==> src/rtl/adc_corr_pkg.sv <==
package adc_corr_pkg;

  // Bit position at which a stage's code is added (one bit of overlap
  // between neighbours for a 2-bit code).
  function automatic int unsigned stage_shift(input int unsigned idx,
                                              input int unsigned nstg,
                                              input int unsigned cw);
    return (nstg - 1 - idx) * (cw - 1);
  endfunction

  // A stage is redundant when it is neither the coarse first one nor the flash last one.
  function automatic bit is_redundant(input int unsigned idx, input int unsigned nstg);
    return (idx > 0) && (idx < nstg - 1);
  endfunction

endpackage

==> src/rtl/adc_corr_guard.sv <==
module adc_corr_guard
  import adc_corr_pkg::*;
#(
  parameter int unsigned NSTG = 7,
  parameter int unsigned CW   = 2
) (
  input  logic                 clk,
  input  logic                 rst_n,
  input  logic                 en,
  input  logic [NSTG*CW-1:0]   raw_codes,
  output logic [NSTG*CW-1:0]   clean_codes,
  output logic                 code_err
);

  localparam logic [CW-1:0] TOP_CODE  = '1;
  localparam logic [CW-1:0] SUBST     = {{(CW-1){1'b1}}, 1'b0};

  logic [NSTG-1:0] illegal;

  for (genvar g = 0; g < NSTG; g++) begin : g_stage
    if (is_redundant(g, NSTG)) begin : g_red
      assign illegal[g] = (raw_codes[g*CW +: CW] == TOP_CODE);
      assign clean_codes[g*CW +: CW] = illegal[g] ? SUBST : raw_codes[g*CW +: CW];
    end else begin : g_full
      assign illegal[g] = 1'b0;
      assign clean_codes[g*CW +: CW] = raw_codes[g*CW +: CW];
    end
  end

  always_ff @(posedge clk or negedge rst_n) begin
    if (!rst_n)                 code_err <= 1'b0;
    else if (en && |illegal)    code_err <= 1'b1;
  end

  // the flag never clears on its own
  p_err_sticky_r8: assert property (@(posedge clk) disable iff (!rst_n)
    code_err |=> code_err);

  // an enabled illegal redundant code raises the flag
  p_err_set_r8: assert property (@(posedge clk) disable iff (!rst_n)
    (en && |illegal) |=> code_err);

endmodule

==> src/rtl/adc_corr_align.sv <==
module adc_corr_align
  import adc_corr_pkg::*;
#(
  parameter int unsigned NSTG = 7,
  parameter int unsigned CW   = 2
) (
  input  logic                 clk,
  input  logic                 rst_n,
  input  logic                 en,
  input  logic [NSTG*CW-1:0]   in_codes,
  output logic [NSTG*CW-1:0]   aligned_codes
);

  for (genvar g = 0; g < NSTG; g++) begin : g_lane
    localparam int unsigned DEPTH = NSTG - 1 - g;
    if (DEPTH == 0) begin : g_pass
      assign aligned_codes[g*CW +: CW] = in_codes[g*CW +: CW];
    end else begin : g_dly
      logic [CW-1:0] sr [DEPTH];

      always_ff @(posedge clk or negedge rst_n) begin
        if (!rst_n) begin
          for (int j = 0; j < int'(DEPTH); j++) sr[j] <= '0;
        end else if (en) begin
          sr[0] <= in_codes[g*CW +: CW];
          for (int j = 1; j < int'(DEPTH); j++) sr[j] <= sr[j-1];
        end
      end

      assign aligned_codes[g*CW +: CW] = sr[DEPTH-1];

      // a frozen cycle leaves the lane output unchanged
      p_lane_hold_r3: assert property (@(posedge clk) disable iff (!rst_n)
        !en |=> $stable(sr[DEPTH-1]));

      // an enabled edge captures the incoming stage code
      p_lane_capture_r4: assert property (@(posedge clk) disable iff (!rst_n)
        en |=> (sr[0] == $past(in_codes[g*CW +: CW])));
    end
  end

endmodule

==> src/rtl/adc_corr_sum.sv <==
module adc_corr_sum
  import adc_corr_pkg::*;
#(
  parameter int unsigned NSTG = 7,
  parameter int unsigned CW   = 2
) (
  input  logic                 clk,
  input  logic                 rst_n,
  input  logic                 en,
  input  logic [NSTG*CW-1:0]   aligned_codes,
  output logic [(NSTG-1)*(CW-1)+CW-1:0] sample
);

  localparam int unsigned OUT_W = (NSTG - 1) * (CW - 1) + CW;
  localparam int unsigned SUM_W = OUT_W + 2;
  localparam logic [OUT_W-1:0] OUT_MAX = '1;

  logic [SUM_W-1:0] acc;
  logic             over;

  always_comb begin
    acc = '0;
    for (int unsigned i = 0; i < NSTG; i++) begin
      acc = acc + (SUM_W'(aligned_codes[i*CW +: CW]) << stage_shift(i, NSTG, CW));
    end
  end

  assign over = (acc > SUM_W'(OUT_MAX));

  always_ff @(posedge clk or negedge rst_n) begin
    if (!rst_n)  sample <= '0;
    else if (en) sample <= over ? OUT_MAX : acc[OUT_W-1:0];
  end

  // an over-range sum saturates instead of wrapping
  p_no_overflow_r6: assert property (@(posedge clk) disable iff (!rst_n)
    (en && over) |=> (sample == OUT_MAX));

endmodule

==> src/rtl/adc_corr_fill.sv <==
module adc_corr_fill #(
  parameter int unsigned NSTG = 7
) (
  input  logic clk,
  input  logic rst_n,
  input  logic en,
  output logic sample_valid
);

  localparam int unsigned CNT_W = $clog2(NSTG + 1);
  localparam logic [CNT_W-1:0] FULL = CNT_W'(NSTG);

  logic [CNT_W-1:0] fill_cnt;

  always_ff @(posedge clk or negedge rst_n) begin
    if (!rst_n)                      fill_cnt <= '0;
    else if (en && fill_cnt != FULL) fill_cnt <= fill_cnt + 1'b1;
  end

  assign sample_valid = (fill_cnt == FULL);

  // once full, valid stays high
  p_valid_sticky_r2: assert property (@(posedge clk) disable iff (!rst_n)
    sample_valid |=> sample_valid);

  // valid can only rise on an enabled edge
  p_valid_rise_r2: assert property (@(posedge clk) disable iff (!rst_n)
    $rose(sample_valid) |-> $past(en));

endmodule

==> src/rtl/adc_corr.sv <==
module adc_corr
  import adc_corr_pkg::*;
#(
  parameter int unsigned NSTG = 7,
  parameter int unsigned CW   = 2,
  localparam int unsigned OUT_W = (NSTG - 1) * (CW - 1) + CW
) (
  input  logic                 clk,
  input  logic                 rst_n,
  input  logic                 en,
  input  logic [NSTG*CW-1:0]   stage_codes,
  output logic [OUT_W-1:0]     sample,
  output logic                 sample_valid,
  output logic                 code_err
);

  logic [NSTG*CW-1:0] clean_codes;
  logic [NSTG*CW-1:0] aligned_codes;

  adc_corr_guard #(.NSTG(NSTG), .CW(CW)) u_guard (
    .clk         (clk),
    .rst_n       (rst_n),
    .en          (en),
    .raw_codes   (stage_codes),
    .clean_codes (clean_codes),
    .code_err    (code_err)
  );

  adc_corr_align #(.NSTG(NSTG), .CW(CW)) u_align (
    .clk           (clk),
    .rst_n         (rst_n),
    .en            (en),
    .in_codes      (clean_codes),
    .aligned_codes (aligned_codes)
  );

  adc_corr_sum #(.NSTG(NSTG), .CW(CW)) u_sum (
    .clk           (clk),
    .rst_n         (rst_n),
    .en            (en),
    .aligned_codes (aligned_codes),
    .sample        (sample)
  );

  adc_corr_fill #(.NSTG(NSTG)) u_fill (
    .clk          (clk),
    .rst_n        (rst_n),
    .en           (en),
    .sample_valid (sample_valid)
  );

  // a frozen cycle changes no output
  p_idle_hold_r3: assert property (@(posedge clk) disable iff (!rst_n)
    !en |=> ($stable(sample) && $stable(sample_valid) && $stable(code_err)));

endmodule

==> config.mk <==
export PLATFORM = sky130hd
export DESIGN_NAME = adc_corr
export DESIGN_NICKNAME = d
export VERILOG_FILES = /design/src/rtl/adc_corr_pkg.sv /design/src/rtl/adc_corr_guard.sv /design/src/rtl/adc_corr_align.sv /design/src/rtl/adc_corr_sum.sv /design/src/rtl/adc_corr_fill.sv /design/src/rtl/adc_corr.sv
export SDC_FILE = /design/constraint.sdc
export NUM_CORES = 1
export LEC_CHECK = 0
export BUFFER_PORTS_ARGS = -buffer_cell sky130_fd_sc_hd__buf_2
export CORE_MARGIN = 5
export CORE_UTILIZATION = 43
export CTS_CLUSTER_SIZE = 28
export DETAILED_ROUTE_END_ITERATION = 10
export PLACE_DENSITY = 0.64
export SLEW_MARGIN = 0
export SYNTH_ARGS = -nofsm -noshare
export SYNTH_HDL_FRONTEND = slang
export SYNTH_SLANG_ARGS = --single-unit
==> constraint.sdc <==
create_clock -name clk -period 4.2 [get_ports clk]
set_input_delay 1.26 -clock clk [delete_from_list [all_inputs] [get_ports clk]]
set_output_delay 1.26 -clock clk [all_outputs]
set_load 0.005 [all_outputs]
==> results.md, run 1 <==
- Routability cong.: 0.716
- Hold path depth: 1
- DRC violations left: 0
- Io pins: 27
- R2R depth: 7
- Largest family of logic cells by synthesized area: multiplexers
- Fin Hold WS: 0.478 ns
- Floorplan row count: 27
- Post-synthesis simple-gate area fraction: 0.0520
- Final Util: 0.493
- Delay-heaviest family, CP: simple AND/OR/NAND/NOR gates
- CTS tree: built
- Placed Area: 0.00257 mm^2
- Req. time, crit path: 4.38 ns
- Port Buffers: 26
- Synth unique cells: 29
- H-tree Lvls: 2
- Worst relative slew slack: 0.512
- Post-CTS Repair Setup Buffers: 0
- Multiplexer share of the synthesized area: 0.203
- Slowest cell on the critical path: or4b_4
- Final Instance Area: 0.00267 mm^2
- Synth Flop Type: dfrtp_1
- Mapped Nets: 202
- Final Skew: 0.00759 ns
- Initial DRC count: 50
- Die width: 84.1 um
- Maxcap violations: 0
- Seq/Total Area, Yosys: 0.573
- CTS Hold Bufs: 0
- Crit Path Category: primary input to register
- Routed vias: 1381
- Syn Area/Cell: 13.5 um^2
- Die area: 0.00707 mm^2
- Die height: 84.1 um
- LEAKAGE: 0.00122 uW
- Via density: 5.00
- Top-area cell type share of the netlist area: 0.573
- Routed Antenna Nets: 0
- Area Overhead vs Synth: 13.1%
- CTS sink count: 54
- Diodes inserted: 0
- Grt ovf: 0
- Compound-Gate Fraction of Synth Area: 0.0785
- Effective utilization at floorplan: 0.436
- Buf/Inv on CP: 1
- # setup viols final: 0
- CTS root buffer: clkbuf_8
- Synth Area in Adders: 0.0562
- Vias in the first global route: 1433
- Register bit total from synthesis: 54
- Max Root-Sink Buffers: 2
- Critical Path AT: 3.25 ns
- Crit end category: register
- Synth top cells by count: dfrtp_1, mux2_2, nand2_1, o21ai_0, ha_1
- Most frequent cell after synthesis: dfrtp_1
- Worst-margin pin slew: 0.732 ns
- CP Max Fanout: 6
- HPWL after detailed placement: 2690 um
- Hold Path Class: register to register
- Clock slew at reported path FFs: 0.10 ns
- Resize count post-CTS: 0
- Antenna violations before repair: 0
- CTS Buf Count: 5
- Core area: 0.00541 mm^2
- Final hold viol count: 0
- Crit path time final: 3.07 ns
- Synth Cell Area: 0.00236 mm^2
- Post-Synth XOR/XNOR Area: 0.0149
- Synth async-reset ratio: 1.00
- Synth top area cells: dfrtp_1, mux2_2, ha_1, o21ai_0, mux2i_1
- Unrepaired setup endpoints after global routing: false
- Worst vdd ir: 0.245 mV
- Cell type with the largest total area after synthesis: dfrtp_1
- Layout cell share with drive strength beyond 1: 0.387
- Worst setup SP type: primary input
- Status: complete, no violations
- Setup TNS: 0 ns
- All-Layer GR Usage: 0.119
- DR pass1 iterations: 4
- Clk_lat worst skew: 0.30 ns
- Largest stage delay on the critical path: 0.53 ns
- WL final: 3740 um
- Final #Nets: 230
- Post-synth EDFFs: 0
- Largest net degree at the start of global routing: 36
- Critical path depth: 8
- Power per cell area: 503 mW/mm^2
- Synthesized netlist cell count: 175
- Worst-path cell chain: buf_2 -> ha_1 -> fa_1 -> a211oi_2 -> nor2_1 -> or4b_4 -> o221ai_2 -> nand2_1
- Slew Viols, Final: 0
- Fin crit share: 0.731
- Wire per inst: 13.6 um
- Fmax: 326 MHz
- First-pass GRT wire length: 6780 um
- Yosys warning count: 0
-- path summary, 6_finish.rpt --
kind	from	to	slack, ns
max	stage_codes[13]	u_sum.sample[3]$_DFFE_PN0P_	1.13
min	u_guard.code_err$_DFFE_PN0P_	u_guard.code_err$_DFFE_PN0P_	0.48
max reg2reg	u_align.g_lane[5].g_dly.sr[0]$_DFFE_PN0P_	u_sum.sample[3]$_DFFE_PN0P_	1.80
min reg2reg	u_guard.code_err$_DFFE_PN0P_	u_guard.code_err$_DFFE_PN0P_	0.48
max in group asynchronous	rst_n	u_align.aligned_codes[5]$_DFFE_PN0P_	2.42
min in group asynchronous	rst_n	u_align.g_lane[5].g_dly.sr[1]$_DFFE_PN0P_	1.01
-- through the flow --
step                power [uW]  setup WS (ns)  instances
global placement          1040          0.836        268
CTS                       1360           1.13        276
detailed placement        1060          0.793        268
finish                    1340           1.13        276
global route              1450           1.04        276
floorplan                  944           1.05        175
-- registers in the layout, indices dropped and copies added, names as in the netlist --
register,flops
u_align.aligned_codes,10
u_fill.fill_cnt,3
u_align.g_lane.g_dly.sr,32
u_guard.code_err,1
u_sum.sample,8
-- power breakdown --
part	internal, uW	switching [uW]
Combinational	185	157
Sequential	636	61.7
Clock	136	167
-- routing by layer --
layer / wire (um) / track usage
met1: 1870 / 0.167
met2: 1640 / 0.174
met3: 204 / 0.0454
met4: 25 / 0.0307
met5: 0 / 0
-- cell usage in the layout, fill, tap and decap left out, types with 2 or more instances in the layout --
master and n:
a21o_1 3, a21oi_1 4, buf_2 26, buf_4 2, clkbuf_8 6, dfrtp_1 54
ha_1 9, inv_1 7, mux2_2 39, mux2i_1 4, nand2_1 10, nand3b_1 5
nor2_1 4, o21ai_0 10, xnor2_1 2, xor2_1 2
-- area by class of cell --
cell class              count  area (um^2)
clock inverters             2         16.3
flip-flops and latches     54         1350
well taps                  72         90.1
multi-input cells         107          955
repair buffers             28          145
inverters                   7         26.3
fillers                   499         2740
clock buffers               6         82.6
-- cell families (layout without fill, tap and decap cells) --
logic type | after synthesis | in the layout
buffers and inverters | 14 | 43
adders and majority gates | 10 | 10
DFF | 54 | 54
xor gates and xnor gates | 4 | 4
AOI/OAI and AO/OA | 27 | 27
and+or+nand+nor | 23 | 23
muxes | 43 | 43
Note: power is estimated with default switching activity, not from simulation.
==> run 2: changes to the inputs <==
- ABC_AREA: not set -> 1
- clock period: 4.2 -> 3.2 ns (I/O delays scaled with it)
==> results.md, run 2 <==
- Status: complete, no violations
- Most frequent cells in the layout: nand2_1, dfrtp_1, nor2_1
- Worst vdd ir: 0.231 mV
- Layout cell share with drive strength beyond 1: 0.155
- Final Skew: 0.0141 ns
- H-tree Lvls: 2
- Crit Path Category: register to primary output
- Mapped Nets: 296
- Synth top area cells: dfrtp_1, nand2_1, nor2_1, o21ai_0, ha_1
- Worst setup margin: 0.994 ns
- CTS Hold Bufs: 0
- LEAKAGE: 0.00139 uW
- Hold Path Class: register to register
- Worst setup SP type: register
- Vias in the first global route: 1598
- Synth Cell Area: 0.00241 mm^2
- Clk_lat worst skew: 0.30 ns
- Routed vias: 1726
- Placed Area: 0.00262 mm^2
- CP most frequent cell: ha_1
- Seq/Total Area, Yosys: 0.560
- Effective utilization at floorplan: 0.441
- Maxcap violations: 0
- Clock slew at reported path FFs: 0.10 ns
- Diodes inserted: 0
- CP Max Fanout: 2
- Post-CTS Repair Setup Buffers: 0
- Io pins: 27
- Area Overhead vs Synth: 13.1%
- Final Instance Area: 0.00273 mm^2
- Routed Antenna Nets: 0
- Floorplan row count: 27
- DRC violations left: 0
- DP Worst Slack: 0.708 ns
- Crit path time final: 2.21 ns
- Fillers: 553
- Most common cell after layout, fill and taps aside: nand2_1
- Port Buffers: 26
- Crit end category: primary output
- Core area: 0.00547 mm^2
- Die width: 84.9 um
- Final hold viol count: 0
- Syn Area/Cell: 8.96 um^2
- Largest net degree at the start of global routing: 49
- Initial DRC count: 55
- Setup TNS: 0 ns
- Worst relative slew slack: 0.506
- Max Root-Sink Buffers: 2
- Yosys warning count: 0
- Via density: 4.68
- Most frequent cell after synthesis: nand2_1
- Final #Nets: 323
- DR pass1 iterations: 4
- Synthesized netlist cell count: 269
- CTS sink count: 54
- First-pass GRT wire length: 7010 um
- Post-synth EDFFs: 0
- Met2 usage: 0.195
- M1 GR Usage: 0.158
- Final instance count without filler cells: 369
- Final Util: 0.498
- Die height: 84.9 um
- Fin crit share: 0.689
- Register bit total from synthesis: 54
- Unrepaired setup endpoints after global routing: false
- Slew Viols, Final: 0
- Synth unique cells: 23
- Fmax: 453 MHz
- Top-area cell type share of the netlist area: 0.560
- Synth top cells by count: nand2_1, dfrtp_1, nor2_1, o21ai_0, inv_1
- Synth async-reset ratio: 1.00
- Slowest cell on the critical path: dfrtp_1
- Delay-heaviest family, CP: flip-flops
- Largest Register: u_align.g_lane.g_dly.sr
- Req. time, crit path: 2.24 ns
- WL final: 4020 um
- CTS Buf Count: 5
- Antenna violations before repair: 0
- HPWL after detailed placement: 2830 um
- Buf/Inv on CP: 1
- Die area: 0.00720 mm^2
- Worst-margin pin slew: 0.741 ns
- Grt ovf: 0
- Worst-path cell chain: ha_1 -> ha_1 -> buf_2
- Routability cong.: 0.831
- CTS root buffer: clkbuf_8
- GRT Max-Usage Layer: met2
- Wire per inst: 10.9 um
- Critical Path AT: 1.25 ns
- Met3 usage: 0.0223
- Cell type with the largest total area after synthesis: dfrtp_1
- Largest stage delay on the critical path: 0.42 ns
- Resize count post-CTS: 0
- Max reg flops: 32
- Placed insts: 361
- Synth Flop Type: dfrtp_1
- # setup viols final: 0
- All-Layer GR Usage: 0.119
- Power per cell area: 578 mW/mm^2
- CTS tree: built
## run 2: cell types whose count changed in the layout (fill, tap and decap cells not counted), moves of 5 or more
cell / before / now
inv_1: 7 / 24
mux2_2: 39 / 0
nand2_1: 10 / 63
nand3_1: 0 / 8
nand3b_1: 5 / 0
nor2_1: 4 / 44
o21ai_0: 10 / 32
## run 2: power by group
part           total, uW  switching, uW  internal, uW
sequential           837           51.4           786
clock                429            211           219
combinational        308            168           140
total               1570            430          1140
## run 2: cell type report
cell class	instances	area (um^2)	area share
clock buffer	8	110	0.0404
inverter	25	93.8	0.0344
multi-input combinational	180	921	0.338
sequential	54	1350	0.496
tap	72	90.1	0.0330
timing repair buffer	30	160	0.0587
## run 2: worst paths after layout
path | depth (start not counted) | slack (ns) | end | startpoint
worst max-delay path | 3 | 0.99 | sample_valid | u_fill.fill_cnt[0]$_DFFE_PN0P_
worst min-delay path | 1 | 0.48 | u_guard.code_err$_DFFE_PN0P_ | u_guard.code_err$_DFFE_PN0P_
worst max register to register | 10 | 1.41 | u_sum.sample[6]$_DFFE_PN0P_ | u_align.g_lane[5].g_dly.sr[0]$_DFFE_PN0P_
worst min register to register | 1 | 0.48 | u_guard.code_err$_DFFE_PN0P_ | u_guard.code_err$_DFFE_PN0P_
max in group asynchronous | 2 | 1.82 | u_sum.sample[6]$_DFFE_PN0P_ | rst_n
min in group asynchronous | 1 | 0.72 | u_align.aligned_codes[7]$_DFFE_PN0P_ | rst_n
## run 2: kinds of logic (layout without fill, tap and decap cells)
family	after synthesis	after routing	synth area share
mux	2	2	0.00934
xor+xnor	3	3	0.0109
compound gates	40	40	0.0919
flops	54	54	0.560
buf+inv	35	63	0.0576
fa+ha+maj	10	10	0.0550
simple gates	125	125	0.215
## run 2: routing by layer
layer / part of all wire / wire [um]
met5: 0 / 0
met4: 0.0099 / 40
met3: 0.040 / 159
met2: 0.47 / 1880
met1: 0.48 / 1950
## run 2: stage by stage
stage | hold WS, ns | power (uW)
after CTS | 0.483 | 1600
after global routing | 0.497 | 1680
after global placement | 0.453 | 1150
after detailed placement | 0.460 | 1170
final | 0.480 | 1570
after floorplan | 0.446 | 1060
==> run 3: changes to the inputs <==
- clock period: 3.2 -> 2.1 ns (I/O delays scaled with it)
==> results.md, run 3 (synthesis gave the netlist of run 2 again) <==
- Effective utilization at floorplan: 0.441
- Maxcap violations: 0
- Met3 routed WL: 171 um
- Comb power frac: 0.194
- Max Root-Sink Buffers: 2
- Total power: 2450 uW
- Final hold viol count: 0
- FF-to-FF End: u_sum.sample[7]$_DFFE_PN0P_
- CTS tree: built
- Clock power share: 0.285
- Slew Viols, Final: 0
- Power per cell area: 890 mW/mm^2
- Layout cell share with drive strength beyond 1: 0.149
- CTS Buf Count: 5
- Metal-1 WL: 1860 um
- Most common cell after layout, fill and taps aside: nand2_1
- Max reg flops: 32
- H-tree Lvls: 2
- Final Util: 0.502
- Reg-to-reg startpoint: u_align.g_lane[5].g_dly.sr[0]$_DFFE_PN0P_
- All-Layer GR Usage: 0.122
- Routability cong.: 0.846
- Crit Path Category: register to primary output
- Worst-path cell chain: ha_1 -> ha_1 -> buf_2
- HPWL after detailed placement: 2640 um
- Fillers: 534
- CP Max Fanout: 2
- CTS root buffer: clkbuf_8
- DRC violations left: 0
- Internal power: 1800 uW
- Die height: 84.9 um
- Via density: 4.65
- Critical Path AT: 1.21 ns
- Core area: 0.00547 mm^2
- Uppermost layer routed: met4
- Grt ovf: 0
- R2r setup slk: 0.32 ns
- R2R depth: 10
- P_sw: 649 uW
- Wire per inst: 10.7 um
- Vias in the first global route: 1700
- Fin crit share: 0.877
- Crit path time final: 1.84 ns
- Floorplan row count: 27
- Largest stage delay on the critical path: 0.41 ns
- LEAKAGE: 0.00139 uW
- Unrepaired setup endpoints after global routing: false
- Fmax: 543 MHz
- Status: complete, no violations
- First-pass GRT wire length: 7060 um
- Worst setup SP type: register
- Port Buffers: 26
- Post-CTS Repair Setup Buffers: 0
- Worst-margin pin slew: 0.433 ns
- Worst relative slew slack: 0.711
- Most frequent cells in the layout: nand2_1, dfrtp_1, nor2_1
- Met2 routed WL: 1850 um
- Die width: 84.9 um
- Worst vdd ir: 0.397 mV
- DR pass1 iterations: 4
- Final #Nets: 322
- Resize count post-CTS: 0
- Clk_lat worst skew: 0.30 ns
- Antenna violations before repair: 0
- CTS sink count: 54
- Routed Antenna Nets: 0
- Slowest cell on the critical path: dfrtp_1
- Initial DRC count: 61
- Req. time, crit path: 1.47 ns
- Crit end category: primary output
- WL final: 3950 um
- CTS Hold Bufs: 0
- Largest net degree at the start of global routing: 55
- Area Overhead vs Synth: 13.9%
- Final Skew: 0.00485 ns
- # setup viols final: 0
- Final Instance Area: 0.00275 mm^2
- CP most frequent cell: ha_1
- Die area: 0.00720 mm^2
- Placed Area: 0.00263 mm^2
- Largest Register: u_align.g_lane.g_dly.sr
- Io pins: 27
- Switching portion of total power: 0.266
- Routed vias: 1708
- Hold Path Class: primary input to asynchronous set/reset pin
- Diodes inserted: 0
- Clock slew at reported path FFs: 0.09 ns
- Sequential Power Share: 0.521
==> run 3: changes by cell type in the layout (fill, tap and decap cells not counted), sizes merged <==
cell,delta
bufinv,+1
clkbuf,-2
buf,-1
==> run 3: worst max-delay path by stage <==
stage	start	end	slack [ns]
floorplan	stage_codes[13]	u_sum.sample[7]$_DFFE_PN0P_	0.18
global placement	stage_codes[13]	u_sum.sample[7]$_DFFE_PN0P_	0.005
detailed placement	stage_codes[13]	u_sum.sample[7]$_DFFE_PN0P_	-0.03
CTS	u_fill.fill_cnt[0]$_DFFE_PN0P_	sample_valid	0.24
global route	u_fill.fill_cnt[0]$_DFFE_PN0P_	sample_valid	0.16
finish	u_fill.fill_cnt[0]$_DFFE_PN0P_	sample_valid	0.26
==> run 3: power groups by stage <==
| stage | Combinational [uW] | Sequential (uW) | Clock [uW] |
|---|---|---|---|
| floorplan | 329 | 1290 | 0 |
| global placement | 469 | 1290 | 0 |
| detailed placement | 487 | 1300 | 0 |
| CTS | 489 | 1280 | 723 |
| global route | 558 | 1300 | 760 |
| finish | 474 | 1270 | 697 |
==> run 3: area by class of cell <==
type,count,area (um^2),share of cell area
flip-flops and latches,54,1350,0.492
multi-input cells,180,921,0.335
repair buffers,29,178,0.0647
inverters,25,93.8,0.0342
well taps,72,90.1,0.0328
clock buffers,6,82.6,0.0301
clock inverters,1,30.0,0.0109
==> run 3: per-stage QoR <==
stage / setup slack, ns / std cells / TNS, ns / hold slack (ns)
6_report: 0.257 / 367 / 0 / 0.290
3_3_place_gp: 0.00473 / 360 / 0 / 0.455
2_1_floorplan: 0.178 / 269 / 0 / 0.334
4_1_cts: 0.235 / 367 / 0 / 0.309
5_1_grt: 0.158 / 367 / 0 / 0.318
3_5_place_dp: -0.0342 / 360 / -0.213 / 0.458
==> run 3: per-layer routing <==
layer / track usage / vias up
li1: - / 901
met5: 0 / -
met4: 0.0662 / 0
met2: 0.209 / 25
met3: 0.0320 / 4
met1: 0.138 / 778
==> run 3: worst max-delay path: cells and delay by family (launching register included) <==
family	cells	cell delay (ns)
flops	1	0.41
buf+inv	1	0.12
fa+ha+maj	2	0.38
